**config.mk**
```make
export PLATFORM = sky130hd
export DESIGN_NAME = inv_cmdq_engine
export DESIGN_NICKNAME = d
export VERILOG_FILES = /design/src/rtl/cmdq_pkg.sv /design/src/rtl/cmdq_cfg.sv /design/src/rtl/cmdq_head.sv /design/src/rtl/cmdq_fsm.sv /design/src/rtl/inv_cmdq_engine.sv
export SDC_FILE = /design/constraint.sdc
export NUM_CORES = 1
export LEC_CHECK = 0
export BUFFER_PORTS_ARGS = -buffer_cell sky130_fd_sc_hd__buf_2
export CAP_MARGIN = 25
export CORE_ASPECT_RATIO = 2
export CORE_UTILIZATION = 50
export DETAILED_ROUTE_END_ITERATION = 10
export PLACE_DENSITY = 0.81
export RECOVER_POWER = 100
export SYNTH_ARGS = -nofsm -noshare
export SYNTH_HDL_FRONTEND = slang
export SYNTH_SLANG_ARGS = --single-unit
```
**constraint.sdc**
```tcl
create_clock -name clk -period 3.8 [get_ports clk]
set_clock_uncertainty 0.15 [all_clocks]
set_input_delay 0.57 -clock clk [delete_from_list [all_inputs] [get_ports clk]]
set_output_delay 0.57 -clock clk [all_outputs]
set_load 0.02 [all_outputs]
```
**src/rtl/cmdq_pkg.sv**
```systemverilog
package cmdq_pkg;

  localparam int ENT_W      = 16;
  localparam int KIND_BIT   = 4;
  localparam int NOTE_BIT   = 5;
  localparam int IDX_LSB    = 8;
  localparam int SLOT_SHIFT = 4;
  localparam int BASE_LSB   = 12;

  typedef enum logic [2:0] {
    ST_IDLE,
    ST_FETCH0,
    ST_FETCH1,
    ST_INVAL,
    ST_NOTIFY,
    ST_RETIRE
  } cmdq_state_e;

  typedef enum logic [1:0] {
    CSEL_BASE = 2'd0,
    CSEL_HEAD = 2'd1,
    CSEL_TAIL = 2'd2,
    CSEL_CTRL = 2'd3
  } cfg_sel_e;

  typedef struct packed {
    logic             bad_kind;
    logic             want_note;
    logic [ENT_W-1:0] index;
  } cmd_info_t;

  function automatic cmd_info_t decode_word0(input logic [63:0] w);
    cmd_info_t c;
    c.bad_kind  = w[KIND_BIT];
    c.want_note = w[NOTE_BIT];
    c.index     = w[IDX_LSB +: ENT_W];
    return c;
  endfunction

endpackage

```
**src/rtl/cmdq_cfg.sv**
```systemverilog
module cmdq_cfg
  import cmdq_pkg::*;
#(
  parameter int ADDR_W = 64,
  parameter int IDX_W  = 12
) (
  input  logic              clk,
  input  logic              rst_n,
  input  logic              cfg_we,
  input  logic [1:0]        cfg_sel,
  input  logic [ADDR_W-1:0] cfg_wdata,
  output logic [ADDR_W-1:0] base_q,
  output logic [IDX_W-1:0]  tail_q,
  output logic              en_q,
  output logic              head_wr,
  output logic [IDX_W-1:0]  head_wval
);

  cfg_sel_e sel;
  assign sel = cfg_sel_e'(cfg_sel);

  assign head_wr   = cfg_we && (sel == CSEL_HEAD);
  assign head_wval = cfg_wdata[IDX_W-1:0];

  always_ff @(posedge clk) begin
    if (!rst_n) begin
      base_q <= '0;
      tail_q <= '0;
      en_q   <= 1'b0;
    end else if (cfg_we) begin
      case (sel)
        CSEL_BASE: base_q <= {cfg_wdata[ADDR_W-1:BASE_LSB], {BASE_LSB{1'b0}}};
        CSEL_TAIL: tail_q <= cfg_wdata[IDX_W-1:0];
        CSEL_CTRL: en_q   <= cfg_wdata[0];
        default: ;
      endcase
    end
  end


  base_align_chk: assert property (@(posedge clk) disable iff (!rst_n)
    base_q[BASE_LSB-1:0] == '0);

endmodule

```
**src/rtl/cmdq_head.sv**
```systemverilog
module cmdq_head #(
  parameter int IDX_W = 12
) (
  input  logic             clk,
  input  logic             rst_n,
  input  logic             sw_wr,
  input  logic             sw_ok,
  input  logic [IDX_W-1:0] sw_val,
  input  logic             retire,
  input  logic             bad_cmd,
  output logic [IDX_W-1:0] head_q,
  output logic             err_q
);

  function automatic logic [IDX_W-1:0] next_slot(input logic [IDX_W-1:0] s);
    return s + IDX_W'(1);
  endfunction

  always_ff @(posedge clk) begin
    if (!rst_n) begin
      head_q <= '0;
      err_q  <= 1'b0;
    end else begin
      if (retire)
        head_q <= next_slot(head_q);
      else if (sw_wr && sw_ok)
        head_q <= sw_val;
      if (retire && bad_cmd)
        err_q <= 1'b1;
    end
  end


  err_sticky_chk: assert property (@(posedge clk) disable iff (!rst_n)
    err_q |=> err_q);

endmodule

```
**src/rtl/cmdq_fsm.sv**
```systemverilog
module cmdq_fsm
  import cmdq_pkg::*;
#(
  parameter int ADDR_W = 64,
  parameter int DATA_W = 64,
  parameter int IDX_W  = 12
) (
  input  logic              clk,
  input  logic              rst_n,
  input  logic              en,
  input  logic [ADDR_W-1:0] base,
  input  logic [IDX_W-1:0]  head,
  input  logic [IDX_W-1:0]  tail,
  output logic              mem_req,
  output logic              mem_we,
  output logic [ADDR_W-1:0] mem_addr,
  output logic [DATA_W-1:0] mem_wdata,
  input  logic              mem_ack,
  input  logic [DATA_W-1:0] mem_rdata,
  output logic              inv_valid,
  output logic [ENT_W-1:0]  inv_index,
  input  logic              inv_done,
  output logic              retire,
  output logic              bad_cmd,
  output logic              idle
);

  localparam logic [DATA_W-1:0] NOTE_VAL = DATA_W'(1);

  cmdq_state_e st, st_nx;
  cmd_info_t   cmd_q, word0_dec;
  logic [ADDR_W-1:0] note_q;
  logic pending;

  function automatic logic [ADDR_W-1:0] slot_addr(input logic [ADDR_W-1:0] b,
                                                  input logic [IDX_W-1:0]  h,
                                                  input logic              second);
    return b + (ADDR_W'(h) << SLOT_SHIFT) + (second ? ADDR_W'(8) : ADDR_W'(0));
  endfunction

  assign pending   = en && (head != tail);
  assign word0_dec = decode_word0(mem_rdata);

  always_comb begin
    st_nx = st;
    case (st)
      ST_IDLE:   if (pending) st_nx = ST_FETCH0;
      ST_FETCH0: if (mem_ack) begin
                   if (word0_dec.bad_kind)       st_nx = ST_RETIRE;
                   else if (word0_dec.want_note) st_nx = ST_FETCH1;
                   else                          st_nx = ST_INVAL;
                 end
      ST_FETCH1: if (mem_ack)  st_nx = ST_INVAL;
      ST_INVAL:  if (inv_done) st_nx = cmd_q.want_note ? ST_NOTIFY : ST_RETIRE;
      ST_NOTIFY: if (mem_ack)  st_nx = ST_RETIRE;
      ST_RETIRE: st_nx = ST_IDLE;
      default:   st_nx = ST_IDLE;
    endcase
  end

  always_ff @(posedge clk) begin
    if (!rst_n) begin
      st     <= ST_IDLE;
      cmd_q  <= '0;
      note_q <= '0;
    end else begin
      st <= st_nx;
      if (st == ST_FETCH0 && mem_ack) cmd_q  <= word0_dec;
      if (st == ST_FETCH1 && mem_ack) note_q <= mem_rdata[ADDR_W-1:0];
    end
  end

  assign mem_req   = (st == ST_FETCH0) || (st == ST_FETCH1) || (st == ST_NOTIFY);
  assign mem_we    = (st == ST_NOTIFY);
  assign mem_addr  = (st == ST_NOTIFY) ? note_q : slot_addr(base, head, st == ST_FETCH1);
  assign mem_wdata = NOTE_VAL;
  assign inv_valid = (st == ST_INVAL);
  assign inv_index = cmd_q.index;
  assign retire    = (st == ST_RETIRE);
  assign bad_cmd   = retire && cmd_q.bad_kind;
  assign idle      = (st == ST_IDLE);


  quiet_when_empty_chk: assert property (@(posedge clk) disable iff (!rst_n)
    (idle && !pending) |=> (!mem_req && !inv_valid));


  req_hold_chk: assert property (@(posedge clk) disable iff (!rst_n)
    (mem_req && !mem_ack) |=> (mem_req && $stable(mem_addr) && $stable(mem_we)));


  inv_hold_chk: assert property (@(posedge clk) disable iff (!rst_n)
    (inv_valid && !inv_done) |=> (inv_valid && $stable(inv_index)));


  note_after_inv_chk: assert property (@(posedge clk) disable iff (!rst_n)
    $rose(mem_we) |-> $past(inv_done));


  one_outstanding_chk: assert property (@(posedge clk) disable iff (!rst_n)
    !(mem_req && inv_valid));

endmodule

```
**src/rtl/inv_cmdq_engine.sv**
```systemverilog
module inv_cmdq_engine
  import cmdq_pkg::*;
#(
  parameter int ADDR_W = 64,
  parameter int DATA_W = 64,
  parameter int IDX_W  = 12,
  parameter int REG_W  = 32
) (
  input  logic              clk,
  input  logic              rst_n,
  input  logic              cfg_we,
  input  logic [1:0]        cfg_sel,
  input  logic [ADDR_W-1:0] cfg_wdata,
  output logic [REG_W-1:0]  q_head,
  output logic [REG_W-1:0]  q_tail,
  output logic              q_err,
  output logic              mem_req,
  output logic              mem_we,
  output logic [ADDR_W-1:0] mem_addr,
  output logic [DATA_W-1:0] mem_wdata,
  input  logic              mem_ack,
  input  logic [DATA_W-1:0] mem_rdata,
  output logic              inv_valid,
  output logic [ENT_W-1:0]  inv_index,
  input  logic              inv_done
);

  logic [ADDR_W-1:0] base_q;
  logic [IDX_W-1:0]  tail_q, head_q, head_wval;
  logic en_q, head_wr, retire, bad_cmd, idle, head_sw_ok;

  cmdq_cfg #(.ADDR_W(ADDR_W), .IDX_W(IDX_W)) u_cfg (
    .clk(clk), .rst_n(rst_n), .cfg_we(cfg_we), .cfg_sel(cfg_sel),
    .cfg_wdata(cfg_wdata), .base_q(base_q), .tail_q(tail_q), .en_q(en_q),
    .head_wr(head_wr), .head_wval(head_wval)
  );

  assign head_sw_ok = !en_q && idle;

  cmdq_head #(.IDX_W(IDX_W)) u_head (
    .clk(clk), .rst_n(rst_n), .sw_wr(head_wr), .sw_ok(head_sw_ok),
    .sw_val(head_wval), .retire(retire), .bad_cmd(bad_cmd),
    .head_q(head_q), .err_q(q_err)
  );

  cmdq_fsm #(.ADDR_W(ADDR_W), .DATA_W(DATA_W), .IDX_W(IDX_W)) u_fsm (
    .clk(clk), .rst_n(rst_n), .en(en_q), .base(base_q), .head(head_q),
    .tail(tail_q), .mem_req(mem_req), .mem_we(mem_we), .mem_addr(mem_addr),
    .mem_wdata(mem_wdata), .mem_ack(mem_ack), .mem_rdata(mem_rdata),
    .inv_valid(inv_valid), .inv_index(inv_index), .inv_done(inv_done),
    .retire(retire), .bad_cmd(bad_cmd), .idle(idle)
  );

  assign q_head = REG_W'(head_q);
  assign q_tail = REG_W'(tail_q);


  head_move_chk: assert property (@(posedge clk) disable iff (!rst_n)
    (head_q != $past(head_q)) |-> ($past(retire) || ($past(head_wr) && $past(head_sw_ok))));


  head_guard_chk: assert property (@(posedge clk) disable iff (!rst_n)
    (head_wr && en_q && !retire) |=> $stable(head_q));

endmodule

```
==> out/metrics.yaml, run 1 <==
outcome:
  status: "finished with violations"
  violations: "capacitance limit, slew limit"
pwr:
  internal_power_w: 0.00310
  p_sw_frac: 0.354
  power.density_mw_per_mm2: 457
  p_sw_w: 0.00170
  ir_worst_vdd_mv: 0.307
  combPwrFrac: 0.239
  p_clk_frac: 0.364
  p_leak_nw: 4.02
  p_seq_frac: 0.396
drt:
  vias_per_cell: 5.52
  wl_per_cell_um: 17.4
  drt-pass1-iter-count: 5
  drt-initial-drc-count: 424
  postRouteAntennaNets: 0
  wl_mm: 29.3
  drc: 0
  vias: 9280
floorplan:
  fp.dieW_um: 97.6
  pin_count: 347
  die_height_um: 193
  initial_core_util: 0.514
  core_mm2: 0.0178
  dieArea_mm2: 0.0189
  rows: 69
worst_setup_path:
  cp-endpoint: "mem_addr[60]"
  r2r_slack_ps: 1170
  r2r_start: "u_fsm.st[1]"
  reg2reg_to: "u_fsm.note_q[25]"
  worstPathMaxFanout: 7
  crit_path_start_kind: "flip-flop"
  reg2reg_depth: 4
  crit_type: "reg2out"
  cp.required_ps: 3080
  cp-startpoint: "u_cfg.base_q[12]"
  crit_path_end_kind: "output pin"
  crit_arrival_ps: 2940
job:
  cap_violations: 2
sta:
  hold_viol: 0
  period_needed_ps: 3660
  slew-limit-headroom: -0.719
  rsz0062_at_grt: "false"
  max_freq_mhz: 274
  slew_viol_final: 58
  post-route-period-util: 0.962
  worst_pin_slew_ps: 2580
  setup_viol: 0
  setup-tns-final_ps: 0
hold_path:
  hp-class: "in2reg"
placement:
  place.port_buffers: 242
  placed_area_mm2: 0.00996
  dp_hpwl_mm: 21.8
  globalplace.congestion: 0.982
synth:
  ys_seq_area_frac: 0.357
  synthCells: 1272
  synth_top_flop_cell: "dfxtp_1"
  synth_cell_type_count: 56
  syn_avg_cell_area_um2: 7.18
  synth_edf_count: 0
  ys_warn_count: 0
  synth-seq-cells: 163
  async_flop_share: 0
  syn_area_mm2: 0.00914
clock_tree:
  cts_tree: "yes"
  h-tree-depth: 4
  ctsHoldBuffers: 0
  cts_sinks: 163
  clock_latency_ps: 430
  cts-root-buf: "clkbuf_16"
  clockBufferDepth: 2
  cts_buffers: 17
  path_clk_slew_ps: 70
final_layout:
  diodes: 0
  nets: 1597
  syn2layout_area_growth_pct: 14.8
  drive_gt1_frac: 0.159
  final_cell_mix: "nand2_1, a21oi_1, dfxtp_1, buf_2, conb_1"
  postLayoutCellArea_mm2: 0.0105
  layout.cells.most_common: "nand2_1"
global_routing:
  first_global_vias: 8572
  grt_usage: 0.301
  grt_first_pass_wirelength_mm: 43.7
  antenna_found_initial: 0
  grt_start_max_net_pins: 74
  grt_remaining_overflow: 0
cell type report:
cell class / instances / area [um2]
clock buffers: 18 / 439
clock inverters: 14 / 153
fillers: 1717 / 7290
inverters: 18 / 67.6
multi-input cells: 992 / 5020
flip-flops and latches: 163 / 3260
well taps: 213 / 267
repair buffers: 264 / 1280
repair_timing:
item	4_1_cts	5_1_grt
endpoints found under the setup margin	4	5
pin swaps	1	3
gates resized for setup	6	5
buffers inserted	1	2
through the flow:
stage / power, W / instances / worst slack [ps] / hold WS (ps) / utilization
CTS: 0.00484 / 1679 / 10.9 / 197 / 0.595
floorplan: 0.00278 / 1374 / 360 / 282 / -
finish: 0.00480 / 1682 / 145 / 208 / 0.590
global route: 0.00499 / 1682 / 3.29 / 213 / 0.590
global placement: 0.00308 / 1646 / 347 / 289 / 0.560
detailed placement: 0.00310 / 1646 / 292 / 292 / 0.560
worst max-delay path: stages (launching register included):
cell and delay (ps):
dfxtp_1 340, ha_1 160, inv_1 60, fa_2 350, nand2b_4 170, a21oi_4 170
buf_6 150, nand2_1 120, or4_1 550, a31oi_2 250, buf_4 190
kinds of logic after synthesis:
family                     after synthesis  share of synthesized area
xor gates and xnor gates                40                     0.0383
adders and majority gates                6                    0.00904
buffers and inverters                  219                      0.140
muxes                                    4                    0.00452
AOI/OAI and AO/OA                      274                      0.164
other                                    2                   0.000822
and+or+nand+nor                        564                      0.287
DFF                                    163                      0.357
synthesized netlist by cell type, types with 8 or more instances:
cell type | count | area share
a31oi_1 | 23 | 0.016
or4_1 | 9 | 0.0074
nor2_1 | 40 | 0.016
clkbuf_1 | 68 | 0.028
inv_1 | 18 | 0.0074
nand4_1 | 30 | 0.021
o31ai_1 | 8 | 0.0066
nor4_1 | 10 | 0.0068
xor2_1 | 14 | 0.013
a21oi_1 | 170 | 0.093
xnor2_1 | 26 | 0.025
nor3_1 | 18 | 0.0099
nand2_1 | 366 | 0.15
dfxtp_1 | 163 | 0.36
o21ai_0 | 48 | 0.026
buf_4 | 120 | 0.099
or3_1 | 9 | 0.0062
nand3_1 | 30 | 0.016
buf_1 | 10 | 0.0041
worst min path at each step:
stage | from | to | slack [ps] | depth (start not counted)
2_1_floorplan | u_fsm.note_q[0] | u_fsm.note_q[0] | 280 | 2
3_3_place_gp | u_fsm.inv_index[0] | u_fsm.inv_index[0] | 290 | 2
3_5_place_dp | u_fsm.note_q[2] | u_fsm.note_q[2] | 290 | 2
4_1_cts | mem_rdata[38] | u_fsm.note_q[38] | 200 | 3
5_1_grt | mem_rdata[48] | u_fsm.note_q[48] | 210 | 3
6_report | mem_rdata[38] | u_fsm.note_q[38] | 210 | 3
power groups by stage:
| stage | Combinational, W | Sequential [W] | Clock, W |
|---|---|---|---|
| 2_1_floorplan | 0.000870 | 0.00191 | 0 |
| 3_3_place_gp | 0.00115 | 0.00193 | 0 |
| 3_5_place_dp | 0.00116 | 0.00194 | 0 |
| 4_1_cts | 0.00117 | 0.00190 | 0.00177 |
| 5_1_grt | 0.00124 | 0.00191 | 0.00184 |
| 6_report | 0.00115 | 0.00190 | 0.00175 |
registers in the layout (all words and copies together) (netlist names), 2 cells and up:
signal,flops
u_cfg.base_q,52
u_cfg.tail_q,12
u_fsm.cmd_q,2
u_fsm.inv_index,16
u_fsm.note_q,64
u_fsm.st,3
u_head.head_q,12
layer usage:
layer,vias up,routed length [um],global-route usage
li1,4447,-,-
met1,4234,9720,0.283
met2,480,16000,0.580
met3,119,1480,0.0454
met4,0,2060,0.224
met5,-,0,0
No activity file was read; power rests on OpenSTA's default activity.
==> inputs of run 2 (changes only) <==
Settings changed: PLACE_DENSITY 0.81 to 0.79, SYNTH_HIERARCHICAL from default to 1.
==> run 2 against run 1 <==
  * Highest routed layer unchanged
  * Sequential power up 5%
  * Critical path depth shrank 1
  * Critical path type unchanged
  * Worst hold slack improved by 18 ps
  * Register-to-register slack worse by 780 ps
  * Sequential share of layout area decreased by 3.3 points
  * Non-clock buffer count is 1 lower
  * The run still ends with capacitance limit, slew limit left
  * Power is 14% higher
  * Combinational power up 47%
  * Synthesized area up 17%
  * Largest power group unchanged
==> out/metrics.yaml, run 2 <==
global_routing:
  grt_start_max_net_pins: 130  # +76%
  grt_remaining_overflow: 0  # unchanged
  first_global_vias: 9062  # +5.7%
  grt_first_pass_wirelength_mm: 45.9  # +5.0%
  grt_usage: 0.267  # -0.0336
  antenna_found_initial: 6  # +6
synth:
  muxShareOfSynthArea: 0.0662  # +0.0617
  synth_top_flop_cell: "dfxtp_1"
  ys_seq_area_frac: 0.307  # -0.0506
  async_flop_share: 0  # unchanged
  synth_area_leaders: "dfxtp_1, nand2_1, buf_4, mux2i_1, a21boi_0"
  synth-simple-area-share: 0.221  # -0.0660
  synth-seq-cells: 163  # unchanged
  synth_top_family_by_area: "simple AND/OR/NAND/NOR gates"
  ys_warn_count: 6  # +6
  synth_common_cells: "nand2_1, dfxtp_1, buf_4"
  synth.most_common_cell: "nand2_1"
  synth_top_area_frac: 0.307  # -0.0506
  synth_compound_area_frac: 0.178  # +0.0140
  syn_area_mm2: 0.0106  # +17%
  synth_fa_ha_area_frac: 0.0183  # +0.00930
  synthXorXnorAreaFrac: 0.0592  # +0.0209
  synthCells: 1351  # +6.2%
  synth_top_cell_by_area: "dfxtp_1"
  synth_edf_count: 0  # unchanged
  synth_cell_type_count: 73  # +30%
  syn_avg_cell_area_um2: 7.88  # +9.7%
clock_tree:
  cts_sinks: 163  # unchanged
  cts_buffers: 17  # unchanged
  clockBufferDepth: 2  # unchanged
  h-tree-depth: 4  # unchanged
  cts-root-buf: "clkbuf_16"
  ctsHoldBuffers: 0  # unchanged
  clock_latency_ps: 430  # about the same
  path_clk_slew_ps: 70  # about the same
  cts_tree: "yes"
final_layout:
  largest_register_ffs: 64  # unchanged
  drive_gt1_frac: 0.166  # +0.00705
  nets: 1671  # +4.6%
  utilization: 0.561  # -0.0293
  regArea_mm2: 0.00326  # unchanged
  syn2layout_area_growth_pct: 10.2
  top_register: "u_fsm/note_q"
  postLayoutCellArea_mm2: 0.0117  # +12%
  layout.cells.most_common: "nand2_1"
  fill_cells: 1974  # +15%
  final_cell_mix: "nand2_1, dfxtp_1, buf_2, conb_1, a21boi_0"
  multi_input_area_mm2: 0.00618  # +23%
pwr:
  ir_worst_vdd_mv: 0.310  # +1.0%
  total_power_w: 0.00545  # +14%
  p_leak_nw: 4.44  # +10%
  power.density_mw_per_mm2: 465  # +1.7%
worst_setup_path:
  cp.required_ps: 3080  # about the same
  crit_path_start_kind: "flip-flop"
  crit_path_end_kind: "output pin"
  cpMaxStageDelayCell: "dfxtp_1"
  worstPathMaxFanout: 23  # +16
  crit_path_max_incr_delay_ps: 450  # -100 ps
  crit_arrival_ps: 2980  # +40 ps
  crit_type: "reg2out"
  cp_cell_sequence: "ha_1 > a21o_1 > o21ba_2 > o21a_1 > buf_4 > a2111oi_2 > xnor2_1 > o21ai_0 > buf_2"
drt:
  vias_per_cell: 5.32  # -3.6%
  wl_per_cell_um: 16.4  # -5.6%
  drt-initial-drc-count: 474  # +12%
  drc: 0  # unchanged
  wl_mm: 29.7  # +1.4%
  vias: 9621  # +3.7%
  postRouteAntennaNets: 0  # unchanged
  drt-pass1-iter-count: 4  # -1
floorplan:
  pin_count: 347  # unchanged
  die_height_um: 208  # +7.9%
  rows: 75  # +8.7%
  core_mm2: 0.0209  # +18%
  initial_core_util: 0.509  # -0.00508
  dieArea_mm2: 0.0219  # +16%
  fp.dieW_um: 105  # +7.8%
sta:
  max_freq_mhz: 270  # -1.3%
  slew_viol_final: 164  # +180%
  period_needed_ps: 3700  # +49.4 ps
  setup-tns-final_ps: 0  # unchanged
  setup_viol: 0  # unchanged
  post-route-period-util: 0.975  # +0.0130
  rsz0062_at_grt: "false"
  layout_setup_ws_ps: 95.4  # -49.4 ps
  worst_pin_slew_ps: 2330  # -253 ps
  slew-limit-headroom: -0.550  # +0.169
  hold_viol: 0  # unchanged
placement:
  placed_area_mm2: 0.0113  # +13%
  dp_hpwl_mm: 21.8  # +0.18%
  place.port_buffers: 242  # unchanged
  place_ws_ps: 481  # +189 ps
  globalplace.congestion: 0.910  # -7.3%
outcome:
  status: "finished with violations"
  violations: "capacitance limit, slew limit"
hold_path:
  hp-class: "in2reg"
job:
  cap_violations: 2  # unchanged
==> run 2: cell count changes in the layout (fill, tap and decap cells not counted), moves of 13 or more <==
cell,change
a31oi_1,-17
a211oi_1,+19
clkbuf_1,-13
xnor2_1,+42
a21oi_1,-122
a21boi_0,+83
mux2i_1,+64
nand4_1,-15
nand2_1,+16
==> run 2: final timing paths <==
kind | startpoint | endpoint | slack [ps] | cells past startpoint
min | cfg_wdata[57] | u_cfg/base_q[57] | 230 | 3
min reg2reg | u_fsm/inv_index[1] | u_fsm/inv_index[1] | 320 | 2
max reg2reg | u_fsm/st[1] | u_fsm/note_q[41] | 390 | 6
max | u_head/head_q[8] | mem_addr[53] | 100 | 9
==> run 2: cells by family after synthesis <==
logic type,count (synthesis)
fa+ha+maj,15
buf+inv,238
other cells,4
xor+xnor,72
mux,70
simple gates,535
compound gates,254
flops,163
==> run 2: metrics by stage <==
step           instances  hold slack [ps]
2_1_floorplan       1463              289
3_3_place_gp        1766              299
3_5_place_dp        1766              305
4_1_cts             1797              207
5_1_grt             1808              215
6_report            1808              226
==> run 2: power by group <==
part           internal (W)  leakage [nW]  switching [W]  total [W]
Sequential          0.00185          1.32       0.000143    0.00199
Combinational      0.000504          2.83        0.00118    0.00169
Clock               0.00105         0.294       0.000726    0.00178
==> run 2: cell type report <==
class / instances / area share
clock inverter: 12 / 0.0133
timing repair buffer: 263 / 0.110
multi-input combinational: 1062 / 0.527
inverter: 14 / 0.00448
sequential: 163 / 0.278
clock buffer: 19 / 0.0378
antenna: 6 / 0.00128
tap: 269 / 0.0287
==> run 2: what timing repair did <==
action                     CTS  global route
pin swaps                    1             2
setup endpoints to repair    1            16
resized for setup            0             1
buffers inserted             0             5
==> run 2: worst max-delay path: cells and delay by family, from the launching register on <==
family                   cells  cell delay (ps)
AO/OA/AOI/OAI                5             1240
flip-flops                   1              450
XOR/XNOR                     1              100
adder cells (fa/ha/maj)      1              260
buffers and inverters        2              480
==> run 2: per-layer routing <==
| metal | share of wire | up-vias | track usage |
|---|---|---|---|
| li1 | - | 4637 | - |
| met1 | 0.37 | 4401 | 0.276 |
| met2 | 0.52 | 489 | 0.490 |
| met3 | 0.052 | 94 | 0.0398 |
| met4 | 0.053 | 0 | 0.181 |
| met5 | 0 | - | 0 |
==> inputs of run 3 (changes only) <==
Settings changed: CELL_PAD_IN_SITES_DETAIL_PLACEMENT from default to 1, CELL_PAD_IN_SITES_GLOBAL_PLACEMENT from default to 1, CORE_UTILIZATION 50 to 37, PLACE_DENSITY 0.79 to default, PLACE_DENSITY_LB_ADDON from default to 0.1.
==> run 3 against run 2 <==
  * The run still ends with capacitance limit, slew limit left
  * Power up 1.0%
  * Sequential cell count unchanged
  * Highest routed layer is now met5
  * Maximum frequency down 0.21%
  * Sequential power about the same
  * Sequential share of layout area down 0.30 points
==> out/metrics.yaml, run 3 (synthesized netlist as in run 2, its figures left out) <==
floorplan:
  pin_count: 347  # unchanged
  dieArea_mm2: 0.0295  # +35%
  fp.dieW_um: 122  # +16%
  initial_core_util: 0.378  # -0.131
  core_mm2: 0.0282  # +35%
  die_height_um: 242  # +16%
  rows: 87  # +16%
drt:
  wl_mm: 33.1  # +11%
  drt-initial-drc-count: 330  # -30%
  vias: 9346  # -2.9%
  drc: 0  # unchanged
  postRouteAntennaNets: 0  # unchanged
  drt-pass1-iter-count: 4  # unchanged
  vias_per_cell: 4.96  # -6.8%
  wl_per_cell_um: 17.6  # +6.9%
clock_tree:
  post-cts-setup-buffers: 0  # unchanged
  clock_latency_ps: 460  # +30 ps
  cts_sinks: 163  # unchanged
  ctsHoldBuffers: 0  # unchanged
  clockBufferDepth: 2  # unchanged
  path_clk_slew_ps: 70  # about the same
  h-tree-depth: 4  # unchanged
  cts_tree: "yes"
  cts-root-buf: "clkbuf_16"
  cts_buffers: 17  # unchanged
global_routing:
  first_global_vias: 9633  # +6.3%
  grt_start_max_net_pins: 119  # -8.5%
  grt_remaining_overflow: 0  # unchanged
  antenna_found_initial: 5  # -1
  grt_usage: 0.230  # -0.0377
  grt_first_pass_wirelength_mm: 52.0  # +13%
hold_path:
  hold_end: "u_cfg/base_q[52]"
  hold_path.startpoint: "cfg_wdata[52]"
  hp-class: "in2reg"
  min_path_cells: 3  # unchanged
sta:
  setup-tns-final_ps: 0  # unchanged
  slew_viol_final: 67  # -59%
  hold_ws_ps: 210  # -15.4 ps
  slew-limit-headroom: -0.906  # -0.356
  max_freq_mhz: 269  # -0.21%
  rsz0062_at_grt: "false"
  setup_viol: 0  # unchanged
  worst_pin_slew_ps: 2860  # +534 ps
  period_needed_ps: 3710  # +7.73 ps
  post-route-period-util: 0.977  # +0.00204
  hold_viol: 0  # unchanged
final_layout:
  drive_gt1_frac: 0.171  # +0.00458
  fin_cells: 1885  # +4.3%
  top_register: "u_fsm/note_q"
  postLayoutCellArea_mm2: 0.0119  # +1.0%
  largest_register_ffs: 64  # unchanged
  nets: 1664  # -0.42%
  layout.cells.most_common: "nand2_1"
  syn2layout_area_growth_pct: 11.4
  final_cell_mix: "nand2_1, dfxtp_1, buf_2, conb_1, a21boi_0"
worst_setup_path:
  crit_path_start_kind: "flip-flop"
  worstPathMaxFanout: 13  # -43%
  cpMaxStageDelayCell: "dfxtp_1"
  r2r_slack_ps: 600  # +210 ps
  cp.required_ps: 3080  # about the same
  reg2reg_depth: 7  # +1
  reg2reg_to: "u_fsm/st[0]"
  crit_arrival_ps: 2990  # about the same
  crit_type: "reg2out"
  r2r_start: "u_fsm/st[1]"
  crit_path_end_kind: "output pin"
  cp_cell_sequence: "ha_1 > a21o_1 > a21o_1 > a211oi_4 > buf_6 > a21oi_1 > xnor2_1 > o21ai_0 > clkbuf_2"
  crit_top_cell: "a21o_1"
  crit_path_max_incr_delay_ps: 480  # +30 ps
pwr:
  power.density_mw_per_mm2: 465  # about the same
  ir_worst_vdd_mv: 0.284  # -8.3%
  p_leak_nw: 4.46  # +0.32%
placement:
  globalplace.congestion: 0.805  # -12%
  dp_hpwl_mm: 25.0  # +14%
  placed_area_mm2: 0.0113  # +0.83%
  place.port_buffers: 242  # unchanged
  dp.cells: 1851  # +4.8%
job:
  cap_violations: 1  # -1
outcome:
  status: "finished with violations"
  violations: "capacitance limit, slew limit"
## run 3: cell count changes in the layout (fill, tap and decap cells not counted), moves of 3 or more
cell	before	now
clkbuf_1	77	68
clkbuf_2	24	33
buf_4	13	9
diode_2	6	2
and2_0	3	0
## run 3: worst max path at each step
stage / from / endpoint / slack (ps) / depth (start not counted)
final: u_head/head_q[9] / mem_addr[36] / 90 / 9
after detailed placement: u_head/head_q[9] / mem_addr[56] / 520 / 9
after floorplan: u_head/head_q[9] / mem_addr[26] / 370 / 8
after global placement: u_head/head_q[9] / mem_addr[56] / 570 / 9
after global routing: u_head/head_q[9] / mem_addr[42] / 10 / 9
after CTS: u_head/head_q[9] / mem_addr[56] / 20 / 9
## run 3: what timing repair did
| action | CTS | global route |
|---|---|---|
| setup endpoints to repair | 0 | 5 |
| gates resized for setup | 0 | 1 |
| endpoints found under the hold margin | 0 | 0 |
## run 3: layer usage
layer,share of wire,track usage,vias to the layer above
met2,0.54,0.427,283
met4,0.025,0.0893,4
met1,0.39,0.250,4399
met5,0.00057,0,-
li1,-,-,4612
met3,0.045,0.0387,48
## run 3: cell type report
| type | instances | area (um2) |
|---|---|---|
| fillers | 3642 | 16300 |
| repair buffers | 256 | 1260 |
| clock inverters | 11 | 150 |
| clock buffers | 21 | 450 |
| inverters | 14 | 52.6 |
| well taps | 356 | 445 |
| flip-flops and latches | 163 | 3260 |
| diodes | 2 | 5.00 |
| multi-input cells | 1062 | 6220 |
## run 3: worst max-delay path, delay by kind of cell (launching register included)
family,cells,cell delay (ps)
compound gates,5,1070
xor+xnor,1,160
fa+ha+maj,1,370
buf+inv,2,450
flops,1,480
## run 3: report_power, final
part / leakage (nW) / total [W] / switching, W / internal (W)
clock network: 0.288 / 0.00181 / 0.000755 / 0.00105
logic: 2.85 / 0.00171 / 0.00120 / 0.000504
registers: 1.32 / 0.00199 / 0.000142 / 0.00185
## run 3: metrics by stage
stage / total power (W) / setup slack [ps] / utilization
after detailed placement: 0.00380 / 518 / 0.402
after global placement: 0.00377 / 566 / 0.402
after global routing: 0.00583 / 10.6 / 0.420
after CTS: 0.00563 / 17.5 / 0.424
after floorplan: 0.00330 / 370 / -
final: 0.00551 / 87.7 / 0.420
